<file path="src/rtl/qspi_pkg.sv">
package qspi_pkg;
    typedef enum logic [1:0] {
        OP_CLR = 2'b00,
        OP_RD  = 2'b01,
        OP_WR  = 2'b10,
        OP_LD  = 2'b11
    } op_e;

    typedef enum logic [2:0] {
        SEL_NONE_LO = 3'd0,
        SEL_MODE0   = 3'd1,
        SEL_MODE1   = 3'd2,
        SEL_PRESET  = 3'd3,
        SEL_COUNT   = 3'd4,
        SEL_LATCH   = 3'd5,
        SEL_STATUS  = 3'd6,
        SEL_NONE_HI = 3'd7
    } sel_e;

    typedef enum logic [2:0] {
        ST_IDLE = 3'd0,
        ST_CMD  = 3'd1,
        ST_RD   = 3'd2,
        ST_WR   = 3'd3,
        ST_DONE = 3'd4
    } st_e;
endpackage

</file>
<file path="src/rtl/qspi_sync.sv">
module qspi_sync #(
    parameter int           W       = 3,
    parameter logic [W-1:0] RST_VAL = '0
) (
    input  logic         clk_i,
    input  logic         rst_ni,
    input  logic [W-1:0] d_i,
    output logic [W-1:0] q_o
);
    logic [W-1:0] meta_q;
    logic [W-1:0] sync_q;

    always_ff @(posedge clk_i or negedge rst_ni) begin
        if (!rst_ni) begin
            meta_q <= RST_VAL;
            sync_q <= RST_VAL;
        end else begin
            meta_q <= d_i;
            sync_q <= meta_q;
        end
    end

    assign q_o = sync_q;
endmodule

</file>
<file path="src/rtl/qspi_shift.sv">
module qspi_shift #(
    parameter int CNT_W = 32
) (
    input  logic             clk_i,
    input  logic             rst_ni,
    input  logic             frame_clr_i,
    input  logic             sck_i,
    input  logic             mosi_i,
    input  logic             ld_en_i,
    input  logic [CNT_W-1:0] ld_val_i,
    output logic [7:0]       rx_byte_o,
    output logic             byte_done_o,
    output logic             miso_o
);
    logic             sck_q;
    logic             rise;
    logic             fall;
    logic [2:0]       bit_cnt_q;
    logic [7:0]       rx_sr_q;
    logic             done_q;
    logic [CNT_W-1:0] tx_sr_q;
    logic             armed_q;

    assign rise = sck_i & ~sck_q;
    assign fall = ~sck_i & sck_q;

    always_ff @(posedge clk_i or negedge rst_ni) begin
        if (!rst_ni) sck_q <= 1'b0;
        else         sck_q <= sck_i;
    end

    // receive side: bit counter and byte assembly
    always_ff @(posedge clk_i or negedge rst_ni) begin
        if (!rst_ni) begin
            bit_cnt_q <= '0;
            rx_sr_q   <= '0;
            done_q    <= 1'b0;
        end else if (frame_clr_i) begin
            bit_cnt_q <= '0;
            rx_sr_q   <= '0;
            done_q    <= 1'b0;
        end else begin
            done_q <= 1'b0;
            if (rise) begin
                rx_sr_q   <= {rx_sr_q[6:0], mosi_i};
                bit_cnt_q <= bit_cnt_q + 3'd1;
                done_q    <= (bit_cnt_q == 3'd7);
            end
        end
    end

    // transmit side: shift after each falling edge that follows a sampled bit
    always_ff @(posedge clk_i or negedge rst_ni) begin
        if (!rst_ni) begin
            tx_sr_q <= '0;
            armed_q <= 1'b0;
        end else if (frame_clr_i) begin
            tx_sr_q <= '0;
            armed_q <= 1'b0;
        end else if (ld_en_i) begin
            tx_sr_q <= ld_val_i;
            armed_q <= 1'b0;
        end else if (rise) begin
            armed_q <= 1'b1;
        end else if (fall && armed_q) begin
            tx_sr_q <= tx_sr_q << 1;
            armed_q <= 1'b0;
        end
    end

    assign rx_byte_o   = rx_sr_q;
    assign byte_done_o = done_q;
    assign miso_o      = tx_sr_q[CNT_W-1];
endmodule

</file>
<file path="src/rtl/qcnt_spi_front.sv">
module qcnt_spi_front
    import qspi_pkg::*;
#(
    parameter int CNT_BYTES = 4
) (
    input  logic                   clk_i,
    input  logic                   rst_ni,
    input  logic                   sck_i,
    input  logic                   mosi_i,
    input  logic                   cs_ni,
    output logic                   miso_o,
    input  logic [8*CNT_BYTES-1:0] cnt_i,
    input  logic [8*CNT_BYTES-1:0] latch_i,
    input  logic [7:0]             status_i,
    output logic [7:0]             mode0_o,
    output logic [7:0]             mode1_o,
    output logic [8*CNT_BYTES-1:0] preset_o,
    output logic                   clr_cnt_o,
    output logic                   clr_stat_o,
    output logic                   load_cnt_o,
    output logic                   latch_o
);
    localparam int CNT_W = 8 * CNT_BYTES;
    localparam int BCW   = $clog2(CNT_BYTES + 1);

    logic [2:0]       sync_s;
    logic             sck_s;
    logic             mosi_s;
    logic             cs_s;
    logic [7:0]       rx_byte;
    logic             byte_done;
    logic             rd_go;
    logic [CNT_W-1:0] ld_val;
    op_e              op;
    sel_e             sel;

    st_e              state_q;
    st_e              state_d;
    sel_e             sel_q;
    logic [BCW-1:0]   byte_cnt_q;
    logic [BCW-1:0]   len_q;
    logic [CNT_W-1:0] acc_q;
    logic [7:0]       mode0_q;
    logic [7:0]       mode1_q;
    logic [CNT_W-1:0] preset_q;
    logic             last_byte;
    logic             data_readable;
    logic             data_writable;

    qspi_sync #(.W(3), .RST_VAL(3'b100)) u_sync (
        .clk_i  (clk_i),
        .rst_ni (rst_ni),
        .d_i    ({cs_ni, sck_i, mosi_i}),
        .q_o    (sync_s)
    );
    assign cs_s   = sync_s[2];
    assign sck_s  = sync_s[1];
    assign mosi_s = sync_s[0];

    qspi_shift #(.CNT_W(CNT_W)) u_shift (
        .clk_i       (clk_i),
        .rst_ni      (rst_ni),
        .frame_clr_i (cs_s),
        .sck_i       (sck_s),
        .mosi_i      (mosi_s),
        .ld_en_i     (rd_go),
        .ld_val_i    (ld_val),
        .rx_byte_o   (rx_byte),
        .byte_done_o (byte_done),
        .miso_o      (miso_o)
    );

    assign op  = op_e'(rx_byte[7:6]);
    assign sel = sel_e'(rx_byte[5:3]);

    assign data_readable = (sel == SEL_MODE0) || (sel == SEL_MODE1) || (sel == SEL_COUNT) ||
                           (sel == SEL_LATCH) || (sel == SEL_STATUS);
    assign data_writable = (sel == SEL_MODE0) || (sel == SEL_MODE1) || (sel == SEL_PRESET);
    assign last_byte     = (byte_cnt_q == len_q - BCW'(1));
    assign rd_go         = (state_q == ST_CMD) && byte_done && !cs_s && (op == OP_RD);

    // left-aligned read source, captured by the shifter at decode
    always_comb begin
        unique case (sel)
            SEL_MODE0:  ld_val = CNT_W'(mode0_q) << (CNT_W - 8);
            SEL_MODE1:  ld_val = CNT_W'(mode1_q) << (CNT_W - 8);
            SEL_COUNT:  ld_val = cnt_i;
            SEL_LATCH:  ld_val = latch_i;
            SEL_STATUS: ld_val = CNT_W'(status_i) << (CNT_W - 8);
            default:    ld_val = '0;
        endcase
    end

    // state register
    always_ff @(posedge clk_i or negedge rst_ni) begin
        if (!rst_ni) state_q <= ST_IDLE;
        else         state_q <= state_d;
    end

    // next-state logic
    always_comb begin
        state_d = state_q;
        unique case (state_q)
            ST_IDLE: if (!cs_s) state_d = ST_CMD;
            ST_CMD: begin
                if (cs_s) begin
                    state_d = ST_IDLE;
                end else if (byte_done) begin
                    if (op == OP_RD && data_readable)      state_d = ST_RD;
                    else if (op == OP_WR && data_writable) state_d = ST_WR;
                    else                                   state_d = ST_DONE;
                end
            end
            ST_RD, ST_WR: begin
                if (cs_s)                        state_d = ST_IDLE;
                else if (byte_done && last_byte) state_d = ST_DONE;
            end
            ST_DONE: if (cs_s) state_d = ST_IDLE;
            default: state_d = ST_IDLE;
        endcase
    end

    // outputs, registers and strobes
    always_ff @(posedge clk_i or negedge rst_ni) begin
        if (!rst_ni) begin
            sel_q      <= SEL_NONE_LO;
            byte_cnt_q <= '0;
            len_q      <= BCW'(1);
            acc_q      <= '0;
            mode0_q    <= '0;
            mode1_q    <= '0;
            preset_q   <= '0;
            clr_cnt_o  <= 1'b0;
            clr_stat_o <= 1'b0;
            load_cnt_o <= 1'b0;
            latch_o    <= 1'b0;
        end else begin
            clr_cnt_o  <= 1'b0;
            clr_stat_o <= 1'b0;
            load_cnt_o <= 1'b0;
            latch_o    <= 1'b0;
            if (state_q == ST_CMD && byte_done && !cs_s) begin
                sel_q      <= sel;
                byte_cnt_q <= '0;
                acc_q      <= '0;
                if (sel == SEL_MODE0 || sel == SEL_MODE1 || sel == SEL_STATUS)
                    len_q <= BCW'(1);
                else
                    len_q <= BCW'(CNT_BYTES);
                unique case (op)
                    OP_CLR: begin
                        if (sel == SEL_MODE0)  mode0_q    <= '0;
                        if (sel == SEL_MODE1)  mode1_q    <= '0;
                        if (sel == SEL_COUNT)  clr_cnt_o  <= 1'b1;
                        if (sel == SEL_STATUS) clr_stat_o <= 1'b1;
                    end
                    OP_LD: begin
                        if (sel == SEL_PRESET) load_cnt_o <= 1'b1;
                        if (sel == SEL_LATCH)  latch_o    <= 1'b1;
                    end
                    OP_RD: begin
                        if (sel == SEL_COUNT) latch_o <= 1'b1;
                    end
                    default: ;
                endcase
            end
            if ((state_q == ST_RD || state_q == ST_WR) && byte_done && !cs_s) begin
                byte_cnt_q <= byte_cnt_q + BCW'(1);
                if (state_q == ST_WR) begin
                    acc_q <= (acc_q << 8) | CNT_W'(rx_byte);
                    if (last_byte) begin
                        unique case (sel_q)
                            SEL_MODE0:  mode0_q  <= rx_byte;
                            SEL_MODE1:  mode1_q  <= rx_byte;
                            SEL_PRESET: preset_q <= (acc_q << 8) | CNT_W'(rx_byte);
                            default: ;
                        endcase
                    end
                end
            end
        end
    end

    assign mode0_o  = mode0_q;
    assign mode1_o  = mode1_q;
    assign preset_o = preset_q;
endmodule

</file>
<file path="config.mk">
export PLATFORM = sky130hd
export DESIGN_NAME = qcnt_spi_front
export DESIGN_NICKNAME = d
export VERILOG_FILES = /design/src/rtl/qspi_pkg.sv /design/src/rtl/qspi_sync.sv /design/src/rtl/qspi_shift.sv /design/src/rtl/qcnt_spi_front.sv
export SDC_FILE = /design/constraint.sdc
export NUM_CORES = 1
export LEC_CHECK = 0
export BUFFER_PORTS_ARGS = -buffer_cell sky130_fd_sc_hd__buf_2
export CAP_MARGIN = 20
export CORE_MARGIN = 2
export CORE_UTILIZATION = 30
export CTS_BUF_LIST = sky130_fd_sc_hd__clkbuf_4 sky130_fd_sc_hd__clkbuf_8
export DETAILED_ROUTE_END_ITERATION = 6
export PLACE_DENSITY = 0.58
export SLEW_MARGIN = 10
export SYNTH_ARGS = -nofsm -noshare
export SYNTH_HDL_FRONTEND = slang
export SYNTH_HIERARCHICAL = 1
export SYNTH_SLANG_ARGS = --single-unit
</file>
<file path="constraint.sdc">
create_clock -name clk_i -period 2.06 [get_ports clk_i]
set_input_delay 0.206 -clock clk_i [delete_from_list [all_inputs] [get_ports clk_i]]
set_output_delay 0.206 -clock clk_i [all_outputs]
set_load 0.005 [all_outputs]
</file>
-- Word level (Yosys, flattened, before mapping)
Cells that the tools add are included.
- flip-flop bits (word level): 148
- output and inout bits: 53
- bits of input ports: 77
- logic and storage cells: 134
- muxes and demuxes: 56
- reductions and logical operators: 27
- equal/unequal tests: 23
- bitwise operators: 5
- add/sub/neg operators: 3
- operators by type and width (cell ; count):
    2-to-1 mux 32 bit ; 7
    case mux 32 bit (5 select lines) ; 1
    2-to-1 mux 8 bit ; 16
    2-to-1 mux 3 bit ; 13
    bitwise OR 32 x 8 -> 32 bit ; 1
    == test 3 x 2 -> 1 bit, second input constant ; 6
    2-to-1 mux 1 bit ; 17
    == test 3 bit, second input constant ; 5
    case mux 3 bit (4 select lines) ; 1
    == test 3 x 1 -> 1 bit, second input constant ; 3
    logical AND 1 bit ; 9
    AND reduction 4 bit ; 2
    logical OR 1 bit ; 7
    adder 3 x 1 -> 3 bit, second input constant ; 2
    == test 2 bit, second input constant ; 2
    nonzero test 2 bit ; 2
    nonzero test 4 bit ; 1
    == test 3 bit ; 1
    zero test 3 bit ; 1
    != test 3 x 1 -> 1 bit, second input constant ; 1
    != test 3 x 2 -> 1 bit, second input constant ; 1
    != test 3 bit, second input constant ; 1
    nonzero test 3 bit ; 1
    subtractor 3 x 1 -> 3 bit, second input constant ; 1
    10 further kinds ; 12

-- Depth between registers and ports, before layout
Gate-level depths: netlist of the first run.
- depth in word-level cells: 10
- gate-level depth with buffers: 11
- mapped depth without buffers: 7

-- Cells and area by module
The synthesis of the first run kept the hierarchy.
- by module, submodules not included (module ; sequential area each (µm²) ; times used ; area an instance (µm²) ; cells each):
    qcnt_spi_front ; 2178.3 ; 1 ; 4164.0 ; 328
    qspi_shift ; 1151.1 ; 1 ; 2394.8 ; 200
    qspi_sync ; 152.6 ; 1 ; 152.6 ; 6

-- Worst setup path before layout of the first run
Ideal clock, no wire load.
- path kind: register to register
- from: register state_q[0]
- to: register u_shift.tx_sr_q[12]
- stages on the path, launching flop included: 12
- buffers on the path: 4
- arrival time: 2079 ps
- setup time: 125 ps
- clock period less this slack: 2204 ps
- slack: -144 ps
- data required time: 1935 ps
- path through: dfrtp_1 buf_2 nand3b_4 or3_1 buf_2 nor2_4 and2_1 buf_4 buf_6 mux2i_1 nor2_1 mux2_4
- cells in the longest elaborated chain, start to end: 6
- elaborated cells on any way between the ends: 9
- classes of those cells: eq/ne (2); mux (2); reduce/logical (5)
- ends and longest elaborated chain (element ; RTL line ; source):
    start: declaration ; qcnt_spi_front.sv:37 ; st_e state_q;
    start signal: assignment ; qcnt_spi_front.sv:97 ; else state_q <= state_d;
    == test 3 x 1 -> 1 bit (*) ; qcnt_spi_front.sv:80 ; assign rd_go = (state_q == ST_CMD) && byte_done && !cs_s && (op == OP_RD);
    logical AND 1 bit (*) (3 in a row) ; qcnt_spi_front.sv:80 ;
    via rd_go ; qcnt_spi_front.sv:32 ; logic rd_go;
    != test 3 bit (no line) (tied with other cells) ; -- ;
    AND reduction 2 bit (no line) or 2-to-1 mux 32 bit (tied branches) ; -- ;
    end signal: assignment ; qspi_shift.sv:61 ; tx_sr_q <= ld_val_i;
    end signal: assignment ; qspi_shift.sv:66 ; tx_sr_q <= tx_sr_q << 1;
    end: declaration ; qspi_shift.sv:21 ; logic [CNT_W-1:0] tx_sr_q;
Mark *: on every way through the listed nets, which the timed path passes. The rest lies on a longest branch.
A chain may end at the register's enable or synchronous reset.

-- Worst setup path after layout of the first run
- from: register u_sync.sync_q[2], in the netlist u_sync/q_o[2]
- to: register u_shift.tx_sr_q[26]
- cells in the longest elaborated chain, start to end: 5
- elaborated cells on any way between the ends: 8
- classes of those cells: eq/ne (1); mux (2); reduce/logical (5)
- ends and longest elaborated chain (element ; RTL line ; source):
    start: declaration ; qspi_sync.sv:11 ; logic [W-1:0] sync_q;
    start signal: assignment ; qspi_sync.sv:19 ; sync_q <= meta_q;
    zero test 1 bit (*) ; qcnt_spi_front.sv:80 ;
    logical AND 1 bit (*) (2 in a row) ; qcnt_spi_front.sv:80 ;
    via rd_go ; qcnt_spi_front.sv:32 ;
    != test 3 bit (no line) (tied with other cells) ; -- ;
    AND reduction 2 bit (no line) or 2-to-1 mux 32 bit (tied branches) ; -- ;
Marks and branches as above.

==> results of run 1 <==
logic make-up after synthesis:
| family | synth area share, % |
|---|---|
| DFF | 51.9 |
| AOI/OAI and AO/OA | 13.3 |
| xor gates and xnor gates | 0.261 |
| muxes | 20.5 |
| buffers and inverters | 4.16 |
| adders and majority gates | 0.559 |
| and+or+nand+nor | 9.27 |
synth_stat cells, drive strengths merged:
cell type	number	share of area [%]
clkbuf	22	1.2
a22oi	8	0.89
dfrtp	136	51
dfstp	3	1.2
xnor2	1	0.13
nand2b	4	0.37
nand4	1	0.32
a32oi	1	0.24
a21oi	10	0.75
mux2i	41	6.2
o211ai	1	0.11
nor2b	5	0.47
nor2	46	2.8
mux2	66	14
inv	5	0.28
xor2	1	0.13
nor3b	1	0.11
o21a	1	0.11
o2111ai	1	0.13
a21o	2	0.22
o311ai	1	0.13
ha	3	0.56
a211oi	1	0.11
o21ai	7	0.69
o221ai	8	1.0
nor4	2	0.19
nor4b	3	0.39
nand3b	2	0.41
nor3	4	0.37
or3b	1	0.13
and4b	2	0.30
buf	22	2.6
a31o	1	0.13
a31oi	1	0.32
and3	1	0.093
a22o	64	8.4
nand2	47	2.6
and2	3	0.28
nand3	2	0.15
or3	1	0.093
and4	1	0.13
o22ai	1	0.093
layout make-up:
cell class / instances / area share [%]
clock inverters: 12 / 1.83
flip-flops and latches: 139 / 41.7
well taps: 280 / 4.20
inverters: 5 / 0.225
clock buffers: 17 / 2.80
diodes: 2 / 0.0600
repair buffers: 172 / 13.4
multi-input cells: 346 / 35.7
routing by layer:
layer  vias up  GRT usage [%]  wire length [um]
met5         -              0                 0
li1       2227              -                 -
met3         8           4.45               997
met1      2349           21.2              8330
met4         0           3.49               144
met2       129           22.0              7820
cells in the final DEF (no fill, tap or decap), drive strengths merged, types with 7 or more instances in the layout:
| cell | synthesis | final |
|---|---|---|
| a22o | 64 | 64 |
| nor2 | 46 | 46 |
| a22oi | 8 | 8 |
| mux2 | 66 | 66 |
| clkbuf | 22 | 17 |
| buf | 22 | 168 |
| nand2 | 47 | 47 |
| o221ai | 8 | 8 |
| mux2i | 41 | 41 |
| o21ai | 7 | 7 |
| a21oi | 10 | 10 |
| dfrtp | 136 | 136 |
final timing paths:
kind,to,slack [ns],depth (start not counted)
worst max-delay path,u_shift/tx_sr_q[26],0.05,8
worst min-delay path,u_shift/tx_sr_q[0],0.17,4
worst max register to register,u_shift/tx_sr_q[26],0.05,8
worst min register to register,u_sync/q_o[0],0.35,0
max in group asynchronous,u_shift/tx_sr_q[26],1.11,3
min in group asynchronous,preset_o[27],0.24,2
power by group through the flow:
stage	Combinational, uW	Sequential [uW]	Clock [uW]
finish	390	2790	2210
floorplan	210	2830	0
global route	439	2790	2410
CTS	396	2790	2280
global placement	387	2840	0
detailed placement	389	2840	0
repair_timing:
| item | in CTS | in global routing |
|---|---|---|
| hold buffers | 4 | 0 |
| setup buffers | 0 | 0 |
| resized for setup | 0 | 6 |
| hold endpoints to repair | 43 | 0 |
| endpoints found under the setup margin | 0 | 71 |
flip-flops by register name (all words and copies together) (netlist names), 2 cells and up:
| signal | count |
|---|---|
| acc_q | 24 |
| byte_cnt_q | 3 |
| len_q | 2 |
| mode0_o | 8 |
| mode1_o | 8 |
| preset_o | 32 |
| sel_q | 3 |
| state_q | 3 |
| u_shift/bit_cnt_q | 3 |
| u_shift/rx_byte_o | 8 |
| u_shift/tx_sr_q | 32 |
| u_sync/meta_q | 3 |
| u_sync/q_o | 3 |
through the flow:
step / setup slack, ns / hold slack (ns) / power, uW
2_1_floorplan: -0.112 / -0.0896 / 3040
3_3_place_gp: 0.0492 / 0.159 / 3220
3_5_place_dp: 0.0405 / 0.160 / 3230
4_1_cts: 0.0285 / 0.162 / 5460
5_1_grt: -0.0509 / 0.244 / 5640
6_report: 0.0538 / 0.172 / 5380
worst reg2reg max path, cell delays in order, from the launching register on:
cell and delay (ns):
dfstp_2 0.37, nand3b_4 0.15, or3_4 0.35, nor2_4 0.09, and2_4 0.20, buf_12 0.17
mux2i_2 0.23, nor2_1 0.07, mux2_4 0.26
==> summary.md, run 1 <==
| Metric | Value |
|---|---|
| Outcome | complete, no violations |
| Required time of the critical path | ~2.4 ns |
| PwrDens | 645 mW/mm^2 |
| Switch Pwr | 1270 uW |
| Delay-heaviest family, CP | simple AND/OR/NAND/NOR gates |
| Number of port buffers | between 100 and 150 |
| Crit start category | flop |
| Post-route insts no fill | about 970 |
| Number of fill cells in the layout | roughly 2.2k |
| HP Start | cnt_i[0] |
| Buf+Inv Stages, Crit Path | 1 |
| Wire per inst | 17.8 um |
| Vias | approximately 4.7k |
| Worst min path class | in -> reg |
| Fin area | 0.00835 sq mm |
| Tot GR Track Use | 14.8% |
| Critical Path Slowest Stage Cell | dfstp_2 |
| First-pass GRT wire length | around 27 mm |
| Max Fclk | roughly 500 MHz |
| Rel. slew slack | between 60 and 70% |
| Cts bufs inserted | 17 |
| Post-Syn Instances | between 500 and 600 |
| Number of top-level pins | 130 |
| H-Tree Depth | 4 |
| Clock Skew | roughly 0.018 ns |
| Core area | 0.0219 sq mm |
| Initial Util | 30.7% |
| DIE HEIGHT | between 150 and 200 um |
| Gpl congestion | approximately 0.8 |
| Die ar. | between 0.02 and 0.025 sq mm |
| FF/Latch Area | 0.00348 sq mm |
| Critical path origin | u_sync/q_o[2] |
| Root Driver | clkbuf_8 |
| CTS clk-pin slew, worst paths | ~0.070 ns |
| Critical Path AT | approximately 2.3 ns |
| Post-synthesis cell area | approximately 0.0067 sq mm |
| Grt ovf | 0 |
| Crit Path Max Fanout | 14 |
| Vias per Instance | 4.84 |
| Worst skew pair latency | between 0.4 and 0.5 ns |
| Mapped Nets | around 610 |
| Synthesized area per cell | approximately 13 sq um |
| Final slew viol count | 0 |
| Max Cap Viol | 0 |
| CP Cell Sequence | nand3b_4 -> or3_4 -> nor2_4 -> and2_4 -> buf_12 -> mux2i_2 -> nor2_1 -> mux2_4 |
| Hold Vio Cnt, Final | 0 |
| Count of final setup violators | 0 |
| Power share of the combinational group | under 10% |
| RSZ-0062 raised after global routing | yes |
| Total negative setup slack | 0 ns |
| Critical R2R Launch | u_sync/q_o[2] |
| 1st-iter DRT viols | approximately 210 |
| Final HPWL DP | ~13 mm |
| Sw Ratio | 23.6% |
| Worst-Margin Slew | 0.573 ns |
| Fin nets | around 760 |
| Sequential area share after synthesis | roughly half |
| Leakage power | slightly above 0.004 uW |
| Yosys synthesis warning count | 6 |
| Yosys cell types | 53 |
| VDD IR-drop max | ~0.31 mV |
| Initial antenna violation count | 2 |
| Fin crit period | around 2.0 ns |
| Clk sink count | between 100 and 150 |
| Worst setup path class | reg -> reg |
| Fin crit share | 97.4% |
| Die X | 154 um |
| Fraction of layout cells with a size suffix above 1 | between 40% and 50% |
| CTS Buffer Depth | 2 |
| Int Power | between 4000 and 5000 uW |
| Routed WL | roughly 17 mm |
| Area taken by multi-input logic gates | just under 0.003 sq mm |
| CTS tree | yes |
| Largest net degree at the start of global routing | between 50 and 60 |
| Std-Cell Rows | 54 |
| Dpl cells | around 940 |
| Slowest stage delay, CP | 0.37 ns |
| Number of iterations in the first detailed-routing pass | 4 |
| Number of global-route vias before repair | around 4.6k |
| Antenna-violating nets left | 0 |
| Flops & latches, synth | 139 |
| Sequential share of power | between 50% and 60% |
| CP Capture Type | flop |
| Core Util, Final | a little under two fifths |
| DRC violations left | 0 |
| Post-DP Area | between 0.007 and 0.008 sq mm |
| Clock power share | approximately 41% |
| Area growth syn-to-layout | 24.4% |
(Power assumes the default switching activity.)
==> run 2, diff against run 1 <==
--- a/config.mk
+++ b/config.mk
@@ -7,6 +7,7 @@
 export LEC_CHECK = 0
 export BUFFER_PORTS_ARGS = -buffer_cell sky130_fd_sc_hd__buf_2
 export CAP_MARGIN = 20
+export CORE_ASPECT_RATIO = 1.1
 export CORE_MARGIN = 2
 export CORE_UTILIZATION = 30
 export CTS_BUF_LIST = sky130_fd_sc_hd__clkbuf_4 sky130_fd_sc_hd__clkbuf_8
==> summary.md, run 2 (synthesis results as in run 1) <==
| Metric | Value |
|---|---|
| Critical R2R Launch | u_sync/q_o[2] (unchanged) |
| Routed WL | 16.7 mm (was 17.3 mm) |
| H-Tree Depth | 4 (unchanged) |
| CTS clk-pin slew, worst paths | 0.08 ns (was 0.07 ns) |
| Post-DP Area | 0.00787 sq mm (was 0.00789 sq mm) |
| Leakage power | 0.00415 uW (was 0.00412 uW) |
| Core area | 0.0220 sq mm (was 0.0219 sq mm) |
| Antenna-violating nets left | 0 (unchanged) |
| Std-Cell Rows | 57 (was 54) |
| Worst setup path class | reg -> reg (unchanged) |
| Critical Path Slowest Stage Cell | dfstp_2 (unchanged) |
| Total negative setup slack | 0 ns (unchanged) |
| Hold Crit Depth | 4 (unchanged) |
| Clock Skew | 0.0114 ns (was 0.0176 ns) |
| Met2 GRT Util | 21.0% (was 22.0%) |
| Total power | 5650 uW (was 5380 uW) |
| Critical path origin | u_sync/q_o[2] (unchanged) |
| Delay-heaviest family, CP | simple AND/OR/NAND/NOR gates (unchanged) |
| Critical Path AT | 2.34 ns (was 2.33 ns) |
| Max Fclk | 496 MHz (was 498 MHz) |
| Crit Path Max Fanout | 18 (was 14) |
| Worst min path class | in -> reg (unchanged) |
| First-pass GRT wire length | 26.4 mm (was 27.1 mm) |
| Sequential share of power | 49.3% (was 51.8%) |
| Fin nets | 759 (was 761) |
| Gpl congestion | 0.830 (was 0.781) |
| Max Cap Viol | 0 (unchanged) |
| Largest net degree at the start of global routing | 52 (was 56) |
| Number of global-route vias before repair | 4622 (was 4628) |
| Initial Util | 30.5% (was 30.7%) |
| Power share of the combinational group | 7.3% (about the same) |
| Slowest stage delay, CP | 0.37 ns (about the same) |
| DIE HEIGHT | 161 um (was 154 um) |
| Core Util, Final | 38.0% (was 38.1%) |
| Cts bufs inserted | 17 (unchanged) |
| Clk sink count | 139 (unchanged) |
| Worst-Margin Slew | 0.473 ns (was 0.573 ns) |
| Most common cell after layout, fill and taps aside | dfrtp_1 (unchanged) |
| Initial antenna violation count | 0 (was 2) |
| Vias | 4692 (was 4713) |
| Levels on crit path | 8 (unchanged) |
| Outcome | complete, no violations (unchanged) |
| 1st-iter DRT viols | 301 (was 213) |
| DRC violations left | 0 (unchanged) |
| CTS tree | yes (unchanged) |
| Tot GR Track Use | 14.4% (was 14.8%) |
| Global routing usage on met3 | 3.72% (was 4.45%) |
| R2R setup slack | 0.05 ns (about the same) |
| Grt ovf | 0 (unchanged) |
| Die ar. | 0.0236 sq mm (about the same) |
| Final slew viol count | 0 (unchanged) |
| Register-to-Register Path Depth | 8 (unchanged) |
| Count of final setup violators | 0 (unchanged) |
| CP Cell Sequence | nand3b_4 -> or3_4 -> nor2_4 -> and2_4 -> buf_12 -> mux2i_2 -> nor2_1 -> mux2_4 (unchanged) |
| Sw Ratio | 23.7% (was 23.6%) |
| Worst skew pair latency | 0.44 ns (was 0.45 ns) |
| Switch Pwr | 1340 uW (was 1270 uW) |
| Required time of the critical path | 2.39 ns (was 2.38 ns) |
| Clock power share | 43.4% (was 41.0%) |
| Rel. slew slack | 68.4% (was 61.3%) |
| Fraction of layout cells with a size suffix above 1 | 41.2% (was 40.8%) |
| Number of iterations in the first detailed-routing pass | 5 (was 4) |
| Top Usage Layer GRT | met2 (unchanged) |
| Buf+Inv Stages, Crit Path | 1 (unchanged) |
| Number of port buffers | 129 (unchanged) |
| WHS | 0.169 ns (was 0.172 ns) |
| RSZ-0062 raised after global routing | yes (unchanged) |
| Fin crit period | 2.01 ns (about the same) |
| Fin crit share | 97.8% (was 97.4%) |
| Hold Vio Cnt, Final | 0 (unchanged) |
| Number of top-level pins | 130 (unchanged) |
| Crit Reg-Reg Endpoint | u_shift/tx_sr_q[11] (was u_shift/tx_sr_q[26]) |
| Int Power | 4310 uW (was 4110 uW) |
| PwrDens | 674 mW/mm^2 (was 645 mW/mm^2) |
| Crit start category | flop (unchanged) |
| CP Capture Type | flop (unchanged) |
| Worst setup endpoint | u_shift/tx_sr_q[11] (was u_shift/tx_sr_q[26]) |
| Post-CTS setup buffer count | 0 (unchanged) |
| VDD IR-drop max | 0.351 mV (was 0.313 mV) |
| ANT cells | 0 (was 2) |
| GR Util met1 | 20.7% (was 21.2%) |
| Final HPWL DP | 12.0 mm (was 12.6 mm) |
| Die X | 147 um (was 154 um) |
| Vias per Instance | 4.76 (was 4.84) |
| Wire per inst | 16.9 um (was 17.8 um) |
| Area growth syn-to-layout | 24.9% (was 24.4%) |
| Root Driver | clkbuf_8 (unchanged) |
| CTS Buffer Depth | 2 (unchanged) |
| Fin area | 0.00838 sq mm (was 0.00835 sq mm) |
| Commonest non-fill, non-tap cells in the layout | 136 x dfrtp_1, 128 x buf_2, 64 x a22o_1, 60 x mux2_4, 47 x nand2_1 (was 135 x dfrtp_1, 128 x buf_2, 64 x a22o_1, 61 x mux2_4, 47 x nand2_1) |
[run 2: cell types whose count changed in the layout (fill, tap and decap cells not counted), sizes merged]
cell and change:
clkbuf +1, diode -2, clkinvlp -2, buf -2
inv +2, bufinv +1
[run 2: layer usage]
metal / share of wire (%) / wire length (um) / vias up
li1: - / - / 2234
met2: 44 / 7330 / 158
met3: 5.6 / 941 / 17
met5: 0 / 0 / -
met1: 48 / 8010 / 2283
met4: 2.2 / 374 / 0
[run 2: per-stage QoR]
step	instances	setup slack, ns
2_1_floorplan	534	-0.112
3_3_place_gp	951	0.0149
3_5_place_dp	951	0.0108
4_1_cts	986	0.0225
5_1_grt	986	-0.0615
6_report	986	0.0454
[run 2: worst min-delay path by stage]
stage                        start            endpoint  slack, ns
after floorplan             rst_ni            acc_q[0]      -0.09
after global placement      rst_ni           acc_q[19]       0.17
after detailed placement    rst_ni           acc_q[19]       0.17
after CTS                 cnt_i[0]  u_shift/tx_sr_q[0]       0.15
after global routing      cnt_i[0]  u_shift/tx_sr_q[0]       0.21
final                     cnt_i[0]  u_shift/tx_sr_q[0]       0.17
[run 2: worst register-to-register path: stages (launching register included)]
cell and delay [ns]:
dfstp_2 0.37, nand3b_4 0.14, or3_4 0.35, nor2_4 0.10, and2_4 0.20, buf_12 0.19, mux2i_2 0.23, nor2_1 0.05
mux2_4 0.26
[run 2: what timing repair did]
item                                    in CTS  in global routing
endpoints found under the hold margin       45                  0
hold buffers                                 4                  0
endpoints found under the setup margin       3                 30
resized for setup                            1                  7
[run 2: cell type report]
cell class | count | area, sq um
Clock inverter | 13 | 193
Multi-Input combinational cell | 346 | 2990
Clock buffer | 18 | 248
Timing Repair Buffer | 170 | 1080
Sequential cell | 139 | 3480
Fill cell | 2161 | 13700
Inverter | 5 | 18.8
Tap cell | 295 | 369
[run 2: power groups by stage]
stage / registers (uW) / clock network (uW) / logic (uW)
floorplan: 2830 / 0 / 210
global placement: 2840 / 0 / 409
detailed placement: 2840 / 0 / 411
CTS: 2780 / 2520 / 417
global route: 2790 / 2670 / 463
finish: 2790 / 2450 / 415
